==> src/rtl/ptra_pkg.sv <==
package ptra_pkg;
  // number of redundant copies of the significant slice
  localparam int unsigned NCOPY = 3;

  function automatic logic maj3(input logic x, input logic y, input logic z);
    return (x & y) | (y & z) | (x & z);
  endfunction
endpackage

==> src/rtl/ptra_lsb_slice.sv <==
module ptra_lsb_slice #(
  parameter int unsigned W = 8
) (
  input  logic [W-1:0] a_i,
  input  logic [W-1:0] b_i,
  input  logic [W-1:0] frc_mask_i,
  input  logic         frc_val_i,
  output logic [W-1:0] sum_o,
  output logic         cout_o
);
  logic [W:0] raw;

  always_comb begin
    raw    = {1'b0, a_i} + {1'b0, b_i};
    cout_o = raw[W];
    sum_o  = (raw[W-1:0] & ~frc_mask_i) | (frc_mask_i & {W{frc_val_i}});
  end
endmodule

==> src/rtl/ptra_msb_copy.sv <==
module ptra_msb_copy #(
  parameter int unsigned W = 24
) (
  input  logic [W-1:0] a_i,
  input  logic [W-1:0] b_i,
  input  logic         cin_i,
  input  logic [W:0]   frc_mask_i,
  input  logic         frc_val_i,
  output logic [W:0]   res_o
);
  logic [W:0] raw;

  always_comb begin
    raw   = {1'b0, a_i} + {1'b0, b_i} + {{W{1'b0}}, cin_i};
    res_o = (raw & ~frc_mask_i) | (frc_mask_i & {(W+1){frc_val_i}});
  end
endmodule

==> src/rtl/ptra_vote3.sv <==
module ptra_vote3
  import ptra_pkg::*;
#(
  parameter int unsigned W = 25
) (
  input  logic [W-1:0] x_i,
  input  logic [W-1:0] y_i,
  input  logic [W-1:0] z_i,
  output logic [W-1:0] f_o
);
  for (genvar g = 0; g < W; g++) begin : g_bit
    assign f_o[g] = maj3(x_i[g], y_i[g], z_i[g]);
  end
endmodule

==> src/rtl/ptra_adder.sv <==
module ptra_adder
  import ptra_pkg::*;
#(
  parameter int unsigned ADD_W = 32,
  parameter int unsigned LO_W  = 8,
  localparam int unsigned HI_W = ADD_W - LO_W,
  localparam int unsigned RW   = HI_W + 1
) (
  input  logic [ADD_W-1:0]    a_i,
  input  logic [ADD_W-1:0]    b_i,
  input  logic [NCOPY*RW-1:0] up_frc_mask_i,
  input  logic [NCOPY-1:0]    up_frc_val_i,
  input  logic                cy_frc_en_i,
  input  logic                cy_frc_val_i,
  input  logic [LO_W-1:0]     lo_frc_mask_i,
  input  logic                lo_frc_val_i,
  output logic [ADD_W:0]      sum_o
);
  logic [LO_W-1:0] lo_sum;
  logic            lo_cout;
  logic            shared_cy;
  logic [RW-1:0]   copy_res [NCOPY];
  logic [RW-1:0]   voted;

  ptra_lsb_slice #(.W(LO_W)) u_lo (
    .a_i        (a_i[LO_W-1:0]),
    .b_i        (b_i[LO_W-1:0]),
    .frc_mask_i (lo_frc_mask_i),
    .frc_val_i  (lo_frc_val_i),
    .sum_o      (lo_sum),
    .cout_o     (lo_cout)
  );

  assign shared_cy = cy_frc_en_i ? cy_frc_val_i : lo_cout;

  for (genvar k = 0; k < NCOPY; k++) begin : g_copy
    ptra_msb_copy #(.W(HI_W)) u_hi (
      .a_i        (a_i[ADD_W-1:LO_W]),
      .b_i        (b_i[ADD_W-1:LO_W]),
      .cin_i      (shared_cy),
      .frc_mask_i (up_frc_mask_i[k*RW +: RW]),
      .frc_val_i  (up_frc_val_i[k]),
      .res_o      (copy_res[k])
    );
  end

  ptra_vote3 #(.W(RW)) u_vote (
    .x_i (copy_res[0]),
    .y_i (copy_res[1]),
    .z_i (copy_res[2]),
    .f_o (voted)
  );

  assign sum_o = {voted, lo_sum};
endmodule

==> config.mk <==
export PLATFORM = sky130hd
export DESIGN_NAME = ptra_adder
export DESIGN_NICKNAME = d
export VERILOG_FILES = /design/src/rtl/ptra_pkg.sv /design/src/rtl/ptra_lsb_slice.sv /design/src/rtl/ptra_msb_copy.sv /design/src/rtl/ptra_vote3.sv /design/src/rtl/ptra_adder.sv
export SDC_FILE = /design/constraint.sdc
export NUM_CORES = 1
export LEC_CHECK = 0
export ABC_AREA = 1
export BUFFER_PORTS_ARGS = -buffer_cell sky130_fd_sc_hd__buf_4
export CELL_PAD_IN_SITES_DETAIL_PLACEMENT = 0
export CELL_PAD_IN_SITES_GLOBAL_PLACEMENT = 1
export CORE_MARGIN = 5
export CORE_UTILIZATION = 35
export DETAILED_ROUTE_END_ITERATION = 8
export MAX_ROUTING_LAYER = met4
export PLACE_DENSITY = 0.89
export SLEW_MARGIN = 20
export SYNTH_ARGS = -nofsm -noshare
export SYNTH_HDL_FRONTEND = slang
export SYNTH_HIERARCHICAL = 1
export SYNTH_SLANG_ARGS = --single-unit
export TNS_END_PERCENT = 5
==> constraint.sdc <==
create_clock -name vclk -period 11.2
set_input_delay 2.24 -clock vclk [all_inputs]
set_output_delay 2.24 -clock vclk [all_outputs]
set_load 0.02 [all_outputs]
; ---- Word-level counts from Yosys, hierarchy flattened
; Cells that the tools add are included.
[word_totals]
ff_bits = 0
out_inout_bits = 33
[op_classes]
bitwise = 141
addsub = 3
muxes = 1
[ops]
columns = op, count
row1 = 25-bit AND, 6
row2 = 1-bit AND, 75
row3 = 25-bit inverter, 3
row4 = 25-bit OR, 3
row5 = 1-bit OR, 50
row6 = 24-bit by 24-bit adder with 25-bit output, 1
row7 = 25-bit by 1-bit adder with 25-bit output, 1
row8 = 8-bit AND, 2
row9 = 8-bit by 8-bit adder with 9-bit output, 1
row10 = 8-bit inverter, 1
row11 = 8-bit OR, 1
row12 = 1-bit two-way mux, 1

; ---- Logic depth before layout (Yosys ltp)
; Gate-level depths: netlist of run 1.
[depth]
depth_word = 8
mapped_depth = 22
depth_no_buf = 22

; ---- Hierarchy
; The synthesis of run 1 kept the hierarchy.
[modules_own_cells]
columns = mod, instances, area_each_um2, cells_per_inst
row1 = ptra_msb_copy at g_copy[0].u_hi ..., 2, 2100.8, 424
row2 = ptra_msb_copy at g_copy[2].u_hi, 1, 2038.2, 422
row3 = ptra_vote3, 1, 531.8, 100
row4 = ptra_lsb_slice, 1, 454.2, 81
row5 = ptra_adder, 1, 15.0, 4

; ---- Least setup slack after synthesis of run 1
; OpenSTA, ideal clock, no wires.
[synth_path]
kind = input-to-output
startpoint = in a_i[0]
endpoint = out sum_o[20]
cell_stages = 22
path_slack_ps = 3859
arrival_time_ps = 5101
cell_sequence = ha_1 fa_1 nand2_1 nand3_1 nand2_1 o221ai_1 nand2_1 nand2_1 fa_1 fa_1 nand2_1 nand2_1 and2_2 nand2_1 nand2_2 nand2_1 nand2_1 nand2_1 nand3b_1 nand2_1 nand2_1 nand3_2
[synth_lines]
columns = element, line_no
row1 = from (decl), ptra_adder.sv:9  ; input logic [ADD_W-1:0] a_i,
row2 = to (decl), ptra_adder.sv:17  ; output logic [ADD_W:0] sum_o

==> impl_summary.log, run 1 <==
INFO  metric run_status = finished, final reports clean
INFO  metric number_of_global_route_vias_before_repair = around 8400
INFO  metric cp.arrival = a little under 6 ns
INFO  metric timing.final.max_slew_violations = 0
INFO  metric syn_area_per_cell = 4.98 um2
INFO  metric synth_sequential_area_ratio = 0
INFO  metric crit_start = a_i[0]
INFO  metric ys_warn_count = 6
INFO  metric layout_setup_ws = roughly 3.2 ns
INFO  metric std_cell_rows = 52
INFO  metric port_buffers = ~190
INFO  metric finalHoldViolations = 0
INFO  metric initial_antenna_violation_count = 0
INFO  metric detailroute.via_count = around 9100
INFO  metric die_y = 154 um
INFO  metric critPathCaptureType = output port
INFO  metric floorplan.initialDensity = 0.357
INFO  metric finish.instance_area = 0.00895 mm2
INFO  metric cp_slowest_stage_delay = between 0.5 and 0.6 ns
INFO  metric timing.critical_path.fanout_max = 4
INFO  metric crit_buf_inv = 2
INFO  metric dieArea = between 0.02 and 0.025 mm2
INFO  metric drt.antenna.violating_nets = 0
INFO  metric synth_cell_types = 33
INFO  metric layout.cells.non_filler = roughly 1900
INFO  metric synth.top_cell.area_share = 0.353
INFO  metric synth.cells.most_frequent = sky130_fd_sc_hd__nand2_1 (680), sky130_fd_sc_hd__inv_1 (254), sky130_fd_sc_hd__nor2_1 (78), sky130_fd_sc_hd__ha_1 (77), sky130_fd_sc_hd__nand3_1 (73)
INFO  metric placed_area = a little under 0.009 mm2
INFO  metric post_cts.resized_instances = 0
INFO  metric routed_via_density = roughly 4.8
INFO  metric drt-initial-drc-count = 495
INFO  metric routed_wirelength = approximately 28 mm
INFO  metric layout.core_utilization = 0.441
INFO  metric io_pins = between 150 and 200
INFO  metric areaGrowthSynthToFinish = 23.6%
INFO  metric critical-path-slowest-cell = sky130_fd_sc_hd__fa_1
INFO  metric yosys.area.top_type = sky130_fd_sc_hd__nand2_1
INFO  metric drv.max_cap_violation_count = 0
INFO  metric final.clkbuf_count = 0
INFO  metric setup_viol = 0
INFO  metric core_region_area = between 0.02 and 0.025 mm2
INFO  metric layout-drive-gt1-share = 0.177
INFO  metric path_common_cell = sky130_fd_sc_hd__nand2_1
INFO  metric timing_worst_setup_path_type = in2out
INFO  metric critical_path_depth = 23
INFO  metric synth.cell_area = just over 0.007 mm2
INFO  metric cp.required = roughly 9.0 ns
INFO  metric seq_cells = 0
INFO  metric cts-hold-fix-buffers = 0
INFO  metric fmax = ~120 MHz
INFO  metric seqCellArea = 0 um2
INFO  metric timing.max_slew.rel_slack = 0.590
INFO  metric antenna_cells = 0
INFO  metric type_of_element_launching_the_critical_path = primary input
INFO  metric filler_instances = 2452
INFO  metric grt.overflow.total = 0
INFO  metric worst_pin_slew = just over 0.6 ns
INFO  metric routabilityCongestion = approximately 0.93
INFO  metric synthCells = approximately 1500
INFO  metric die_x = approximately 150 um
INFO  metric setup-tns-final = 0 ns
INFO  metric syn_nets = 1692
INFO  metric first_pass_grt_wire_length = 43.4 mm
INFO  metric synthMostInstantiatedCell = sky130_fd_sc_hd__nand2_1
INFO  metric crit_chain = buf_4 > ha_1 > fa_1 > nand2_1 > nand3_1 > nand2_1 > o221ai_1 > nand2_1 > nand2_1 > fa_1 > fa_1 > nand2_1 > nand2_1 > nand3_1 > nand2_1 > nand3_1 > nand2_1 > nand2_1 > nand2_1 > o21ai_1 > nand2_1 > nand3_2 > buf_4
INFO  metric nNetsFinal = approximately 1900
INFO  metric post-place-ws = 3.18 ns
INFO  metric synth.area.top_cells = sky130_fd_sc_hd__nand2_1 (35%), sky130_fd_sc_hd__ha_1 (13%), sky130_fd_sc_hd__inv_1 (13%)
INFO  metric crit_path_end = sum_o[22]
INFO  metric drt_pass1_iterations = 5
INFO  metric grt_setup_unrepaired = false
INFO  metric drt_drc_violations_left = 0
INFO  metric min_delay_path_class = in2out
INFO  metric power.leakage = between 5 and 6 nW
INFO  metric final.period_utilization = 0.716
INFO  metric place.detailed.hpwl = roughly 26 mm
INFO  metric grt_max_degree = 23
INFO  metric power_per_cell_area = ~59 mW/mm2
INFO  metric fin_crit = 8.02 ns
INFO  metric vdd_drop_max = around 23 uV
INFO  metric routed_wire_length_per_instance = roughly 15 um
INFO  metric crit_family = adder cells
INFO  metric post-cts-setup-buffer-count = 0
INFO  metric post-place-cells = ~1900
INFO  metric groute.usage.overall = 0.235
routing by layer:
layer / up-vias / GRT usage / wire length (um)
met1: 3946 / 0.311 / 12900
met3: 46 / 0.00759 / 1580
li1: 4862 / - / -
met2: 261 / 0.402 / 13100
met5: - / - / 0
met4: 0 / 0.0488 / 774
stage by stage:
stage / hold WS (ns) / power (W)
detailed placement: 4.77 / 0.000526
finish: 4.77 / 0.000529
global route: 4.77 / 0.000590
global placement: 4.76 / 0.000521
CTS: 4.77 / 0.000527
floorplan: 4.61 / 0.000344
power by group:
| part | switching, W | internal [W] |
|---|---|---|
| registers | 0 | 0 |
| clock network | 0 | 0 |
| logic | 0.000324 | 0.000205 |
| total | 0.000324 | 0.000205 |
worst min-delay path by stage:
stage,slack [ns],to,cells after the start,start
detailed placement,4.77,sum_o[1],3,lo_frc_mask_i[1]
global route,4.77,sum_o[0],3,lo_frc_mask_i[0]
floorplan,4.61,sum_o[0],1,lo_frc_mask_i[0]
CTS,4.77,sum_o[0],3,lo_frc_mask_i[0]
global placement,4.76,sum_o[0],3,lo_frc_mask_i[0]
finish,4.77,sum_o[1],3,lo_frc_mask_i[1]
cell usage in the layout, fill, tap and decap left out:
cell,n
sky130_fd_sc_hd__nor2_4,8
sky130_fd_sc_hd__nor4_1,3
sky130_fd_sc_hd__nand3_1,73
sky130_fd_sc_hd__ha_1,77
sky130_fd_sc_hd__o221ai_1,1
sky130_fd_sc_hd__nand4_1,15
sky130_fd_sc_hd__nand3b_1,27
sky130_fd_sc_hd__nand2_1,680
sky130_fd_sc_hd__nor2_1,78
sky130_fd_sc_hd__and2_2,1
sky130_fd_sc_hd__or2_2,4
sky130_fd_sc_hd__nor2_2,13
sky130_fd_sc_hd__nand3_2,32
sky130_fd_sc_hd__nand2_2,17
sky130_fd_sc_hd__inv_2,9
sky130_fd_sc_hd__a21oi_2,4
sky130_fd_sc_hd__mux2_2,2
sky130_fd_sc_hd__a21boi_2,3
sky130_fd_sc_hd__and2_4,4
sky130_fd_sc_hd__buf_4,186
sky130_fd_sc_hd__clkinv_1,1
sky130_fd_sc_hd__o21ai_1,20
sky130_fd_sc_hd__xnor2_1,16
sky130_fd_sc_hd__inv_1,254
sky130_fd_sc_hd__xor2_1,5
sky130_fd_sc_hd__fa_1,7
sky130_fd_sc_hd__nand3b_4,4
sky130_fd_sc_hd__o21ai_2,1
sky130_fd_sc_hd__or2_4,1
sky130_fd_sc_hd__or2_1,4
sky130_fd_sc_hd__o21ai_0,15
sky130_fd_sc_hd__a21oi_1,55
sky130_fd_sc_hd__nor3_1,15
logic make-up after synthesis:
kind of cell             synth area share
XOR/XNOR                           0.0254
adder cells (fa/ha/maj)             0.152
buffers and inverters               0.140
AND/OR/NAND/NOR                     0.605
multiplexers                      0.00311
AO/OA/AOI/OAI                      0.0741
area by class of cell:
| class | count | area [um2] | area share |
|---|---|---|---|
| well taps | 270 | 338 | 0.0377 |
| repair buffers | 186 | 1400 | 0.156 |
| inverters | 264 | 991 | 0.111 |
| multi-input cells | 1185 | 6230 | 0.696 |
(Power assumes the default switching activity.)
==> run 2, diff against run 1 <==
--- a/config.mk
+++ b/config.mk
@@ -5,12 +5,12 @@
 export SDC_FILE = /design/constraint.sdc
 export NUM_CORES = 1
 export LEC_CHECK = 0
-export ABC_AREA = 1
+export ABC_AREA = 0
 export BUFFER_PORTS_ARGS = -buffer_cell sky130_fd_sc_hd__buf_4
 export CELL_PAD_IN_SITES_DETAIL_PLACEMENT = 0
 export CELL_PAD_IN_SITES_GLOBAL_PLACEMENT = 1
 export CORE_MARGIN = 5
-export CORE_UTILIZATION = 35
+export CORE_UTILIZATION = 34
 export DETAILED_ROUTE_END_ITERATION = 8
 export MAX_ROUTING_LAYER = met4
 export PLACE_DENSITY = 0.89
==> constraint.sdc (replaced) <==
create_clock -name vclk -period 6.6
set_input_delay 1.32 -clock vclk [all_inputs]
set_output_delay 1.32 -clock vclk [all_outputs]
set_load 0.02 [all_outputs]
==> run 2 against run 1 <==
Effect of this change:
- the run now ends with setup timing left
- cell area fell by 14%
- flip-flop and latch count unchanged
- hold slack got worse by 1.8 ns
- area after synthesis down 23%
- global-route usage decreased by 1.4 points
- cell count down 35%
- via count is 24% lower
- critical path depth decreased by 4
- synthesized cell count decreased by 44%
- utilization rose by 4.1 points
- non-clock buffer count is 51 higher
- wire length down 24%
- critical path type unchanged
- largest power group unchanged
==> impl_summary.log, run 2 <==
INFO  metric layout.core_utilization = 0.482
INFO  metric routed_wire_length_per_instance = 17.4 um
INFO  metric crit_chain = buf_6 > ha_4 > fa_2 > a21o_1 > a221oi_2 > o21bai_1 > a21o_1 > mux2_4 > fa_2 > fa_2 > a21oi_2 > o22ai_2 > o31ai_2 > buf_4 > nor2_2 > a2111oi_4 > a311oi_2 > maj3_2 > buf_6
INFO  metric commonest_cells_after_routing_fill_and_taps_aside = sky130_fd_sc_hd__buf_4 (230), sky130_fd_sc_hd__nand2_1 (127), sky130_fd_sc_hd__a21oi_1 (78), sky130_fd_sc_hd__ha_1 (76), sky130_fd_sc_hd__o21ai_0 (69)
INFO  metric drt.antenna.violating_nets = 0
INFO  metric syn_area_per_cell = approximately 6.8 um2
INFO  metric drt-initial-drc-count = 401
INFO  metric path_common_cell = sky130_fd_sc_hd__fa_2
INFO  metric syn_nets = about 1000
INFO  metric floorplan.initialDensity = 0.348
INFO  metric area_used_by_multi_input_combinational_logic = 0.00549 mm2
INFO  metric setup_viol = 12
INFO  metric core_region_area = approximately 0.016 mm2
INFO  metric finalHoldViolations = 0
INFO  metric initial_antenna_violation_count = 0
INFO  metric final.period_utilization = 1.02
INFO  metric areaGrowthSynthToFinish = 38.7%
INFO  metric routabilityCongestion = between 0.9 and 1
INFO  metric power_per_cell_area = roughly 110 mW/mm2
INFO  metric p_sw_frac = 0.537
INFO  metric antenna_cells = 0
INFO  metric timing.final.max_slew_violations = 0
INFO  metric route.layer.met1.wl = between 9 and 10 mm
INFO  metric routed_wirelength = approximately 22 mm
INFO  metric first_pass_grt_wire_length = ~32 mm
INFO  metric post-place-cells = between 1000 and 1500
INFO  metric synth_sequential_area_ratio = 0
INFO  metric worst_pin_slew = between 0.6 and 0.7 ns
INFO  metric p_clk_frac = 0
INFO  metric synth.cell_area = between 0.005 and 0.006 mm2
INFO  metric std_cell_rows = 46
INFO  metric timing_worst_setup_path_type = in2out
INFO  metric filler_instances = ~1600
INFO  metric synth_cell_types = 76
INFO  metric grt_max_degree = 26
INFO  metric layout.cells.non_filler = 1238
INFO  metric detailroute.via_count = 6888
INFO  metric internal_power = a little under 0.0004 W
INFO  metric io_pins = about 190
INFO  metric highest_layer = met4
INFO  metric drv.max_cap_violation_count = 0
INFO  metric post-place-ws = -0.514 ns
INFO  metric grt_setup_unrepaired = true
INFO  metric layout-drive-gt1-share = 0.331
INFO  metric route.met2.wl = between 10 and 15 mm
INFO  metric drt_pass1_iterations = 5
INFO  metric synth.cells.most_frequent = sky130_fd_sc_hd__nand2_1 (127), sky130_fd_sc_hd__a21oi_1 (82), sky130_fd_sc_hd__ha_1 (77), sky130_fd_sc_hd__o21ai_0 (75), sky130_fd_sc_hd__nor2_1 (45)
INFO  metric p_seq_frac = 0
INFO  metric run_status = finished, violations left
INFO  metric synth.area.top_cells = sky130_fd_sc_hd__ha_1 (17%), sky130_fd_sc_hd__nand2_1 (8.6%), sky130_fd_sc_hd__a21oi_1 (7.4%)
INFO  metric power.combinational.fraction = 1.000
INFO  metric dieArea = 0.0190 mm2
INFO  metric nNetsFinal = around 1300
INFO  metric critPathCaptureType = output port
INFO  metric layout_setup_ws = -0.120 ns
INFO  metric die_y = 138 um
INFO  metric cts-hold-fix-buffers = 0
INFO  metric whs = approximately 2.9 ns
INFO  metric cp.required = 5.28 ns
INFO  metric die_x = ~140 um
INFO  metric port_buffers = ~190
INFO  metric groute.usage.overall = 0.220
INFO  metric timing.max_slew.rel_slack = 0.534
INFO  metric fin_crit = 6.72 ns
INFO  metric vdd_drop_max = between 50 and 60 uV
INFO  metric seqCellArea = 0 um2
INFO  metric netSwitchingPower = around 0.00046 W
INFO  metric detailroute.wirelength.met3 = 1.37 mm
INFO  metric type_of_element_launching_the_critical_path = primary input
INFO  metric min_delay_path_class = in2out
INFO  metric fmax = between 100 and 150 MHz
INFO  metric critical-path-slowest-cell = sky130_fd_sc_hd__fa_2
INFO  metric synthMostInstantiatedCell = sky130_fd_sc_hd__nand2_1
INFO  metric place.detailed.hpwl = roughly 19 mm
INFO  metric synthCells = 812
INFO  metric leading_cell_type_in_the_layout_fill_and_taps_excluded = sky130_fd_sc_hd__buf_4
INFO  metric drt_drc_violations_left = 0
INFO  metric post-layout-total-power = between 0.0008 and 0.0009 W
INFO  metric violated_checks = setup timing
INFO  metric timing.critical_path.fanout_max = 4
INFO  metric number_of_global_route_vias_before_repair = 6423
INFO  metric routed_via_density = approximately 5.6
INFO  metric grt.overflow.total = 0
INFO  metric final.clkbuf_count = 0
INFO  metric yosys.area.top_type = sky130_fd_sc_hd__ha_1
INFO  metric cp.arrival = ~5.4 ns
INFO  metric synth.top_cell.area_share = 0.174
INFO  metric power.leakage = 3.34 nW
INFO  metric cp_slowest_stage_delay = slightly below 0.4 ns
INFO  metric ys_warn_count = 6
INFO  metric seq_cells = 0
==> run 2: cell count changes after synthesis, sizes merged, moves of 19 or more <==
cell	previous run	this run
o21ai	36	96
nand3b	31	1
a21o	0	19
nand3	105	13
nor2	99	45
nand2	697	128
maj3	0	25
a21oi	59	86
inv	263	32
==> run 2: power by group through the flow <==
stage / sequential, W / combinational [W] / clock [W]
5_1_grt: 0 / 0.000926 / 0
4_1_cts: 0 / 0.000827 / 0
6_report: 0 / 0.000853 / 0
2_1_floorplan: 0 / 0.000500 / 0
3_5_place_dp: 0 / 0.000805 / 0
3_3_place_gp: 0 / 0.000800 / 0
==> run 2: kinds of logic (layout without fill, tap and decap cells) <==
logic type,Yosys count,in the layout,share of synthesized area
buffers and inverters,59,269,0.0445
and+or+nand+nor,266,266,0.229
xor gates and xnor gates,47,47,0.0743
muxes,11,11,0.0226
adders and majority gates,109,109,0.250
AOI/OAI and AO/OA,320,320,0.380
==> run 2: layout make-up <==
class                      instances  area share
inverter                          32      0.0156
tap                              216      0.0352
multi-input combinational        753       0.714
timing repair buffer             237       0.235
==> run 2: stage by stage <==
| stage | setup TNS (ns) | instance area, um2 |
|---|---|---|
| 3_5_place_dp | -5.54 | 7400 |
| 3_3_place_gp | -4.34 | 7400 |
| 5_1_grt | -3.46 | 7680 |
| 4_1_cts | -1.29 | 7560 |
| 6_report | -0.694 | 7680 |
| 2_1_floorplan | 0 | 5540 |
==> run 2: per-layer routing <==
metal | vias up | track usage
met5 | - | -
met4 | 0 | 0.0316
met3 | 21 | 0.00584
met2 | 214 | 0.366
met1 | 3139 | 0.306
li1 | 3514 | -
==> run 2: path summary, 6_finish.rpt <==
| path | startpoint | end | slack [ns] | depth (start not counted) |
|---|---|---|---|---|
| max | b_i[0] | sum_o[26] | -0.12 | 19 |
| min | lo_frc_mask_i[3] | sum_o[3] | 2.93 | 3 |
==> run 2: critical path, delay by kind of cell <==
kind,cells,cell delay [ns]
compound gates,9,1.70
fa+ha+maj,5,1.63
buf+inv,3,0.41
mux,1,0.30
simple gates,1,0.05
==> run 2: repair_timing <==
action | CTS | global route
setup endpoints to repair | 20 | 20
gates resized for setup | 34 | 18
pin swaps | 30 | 20
setup buffers | 3 | 5
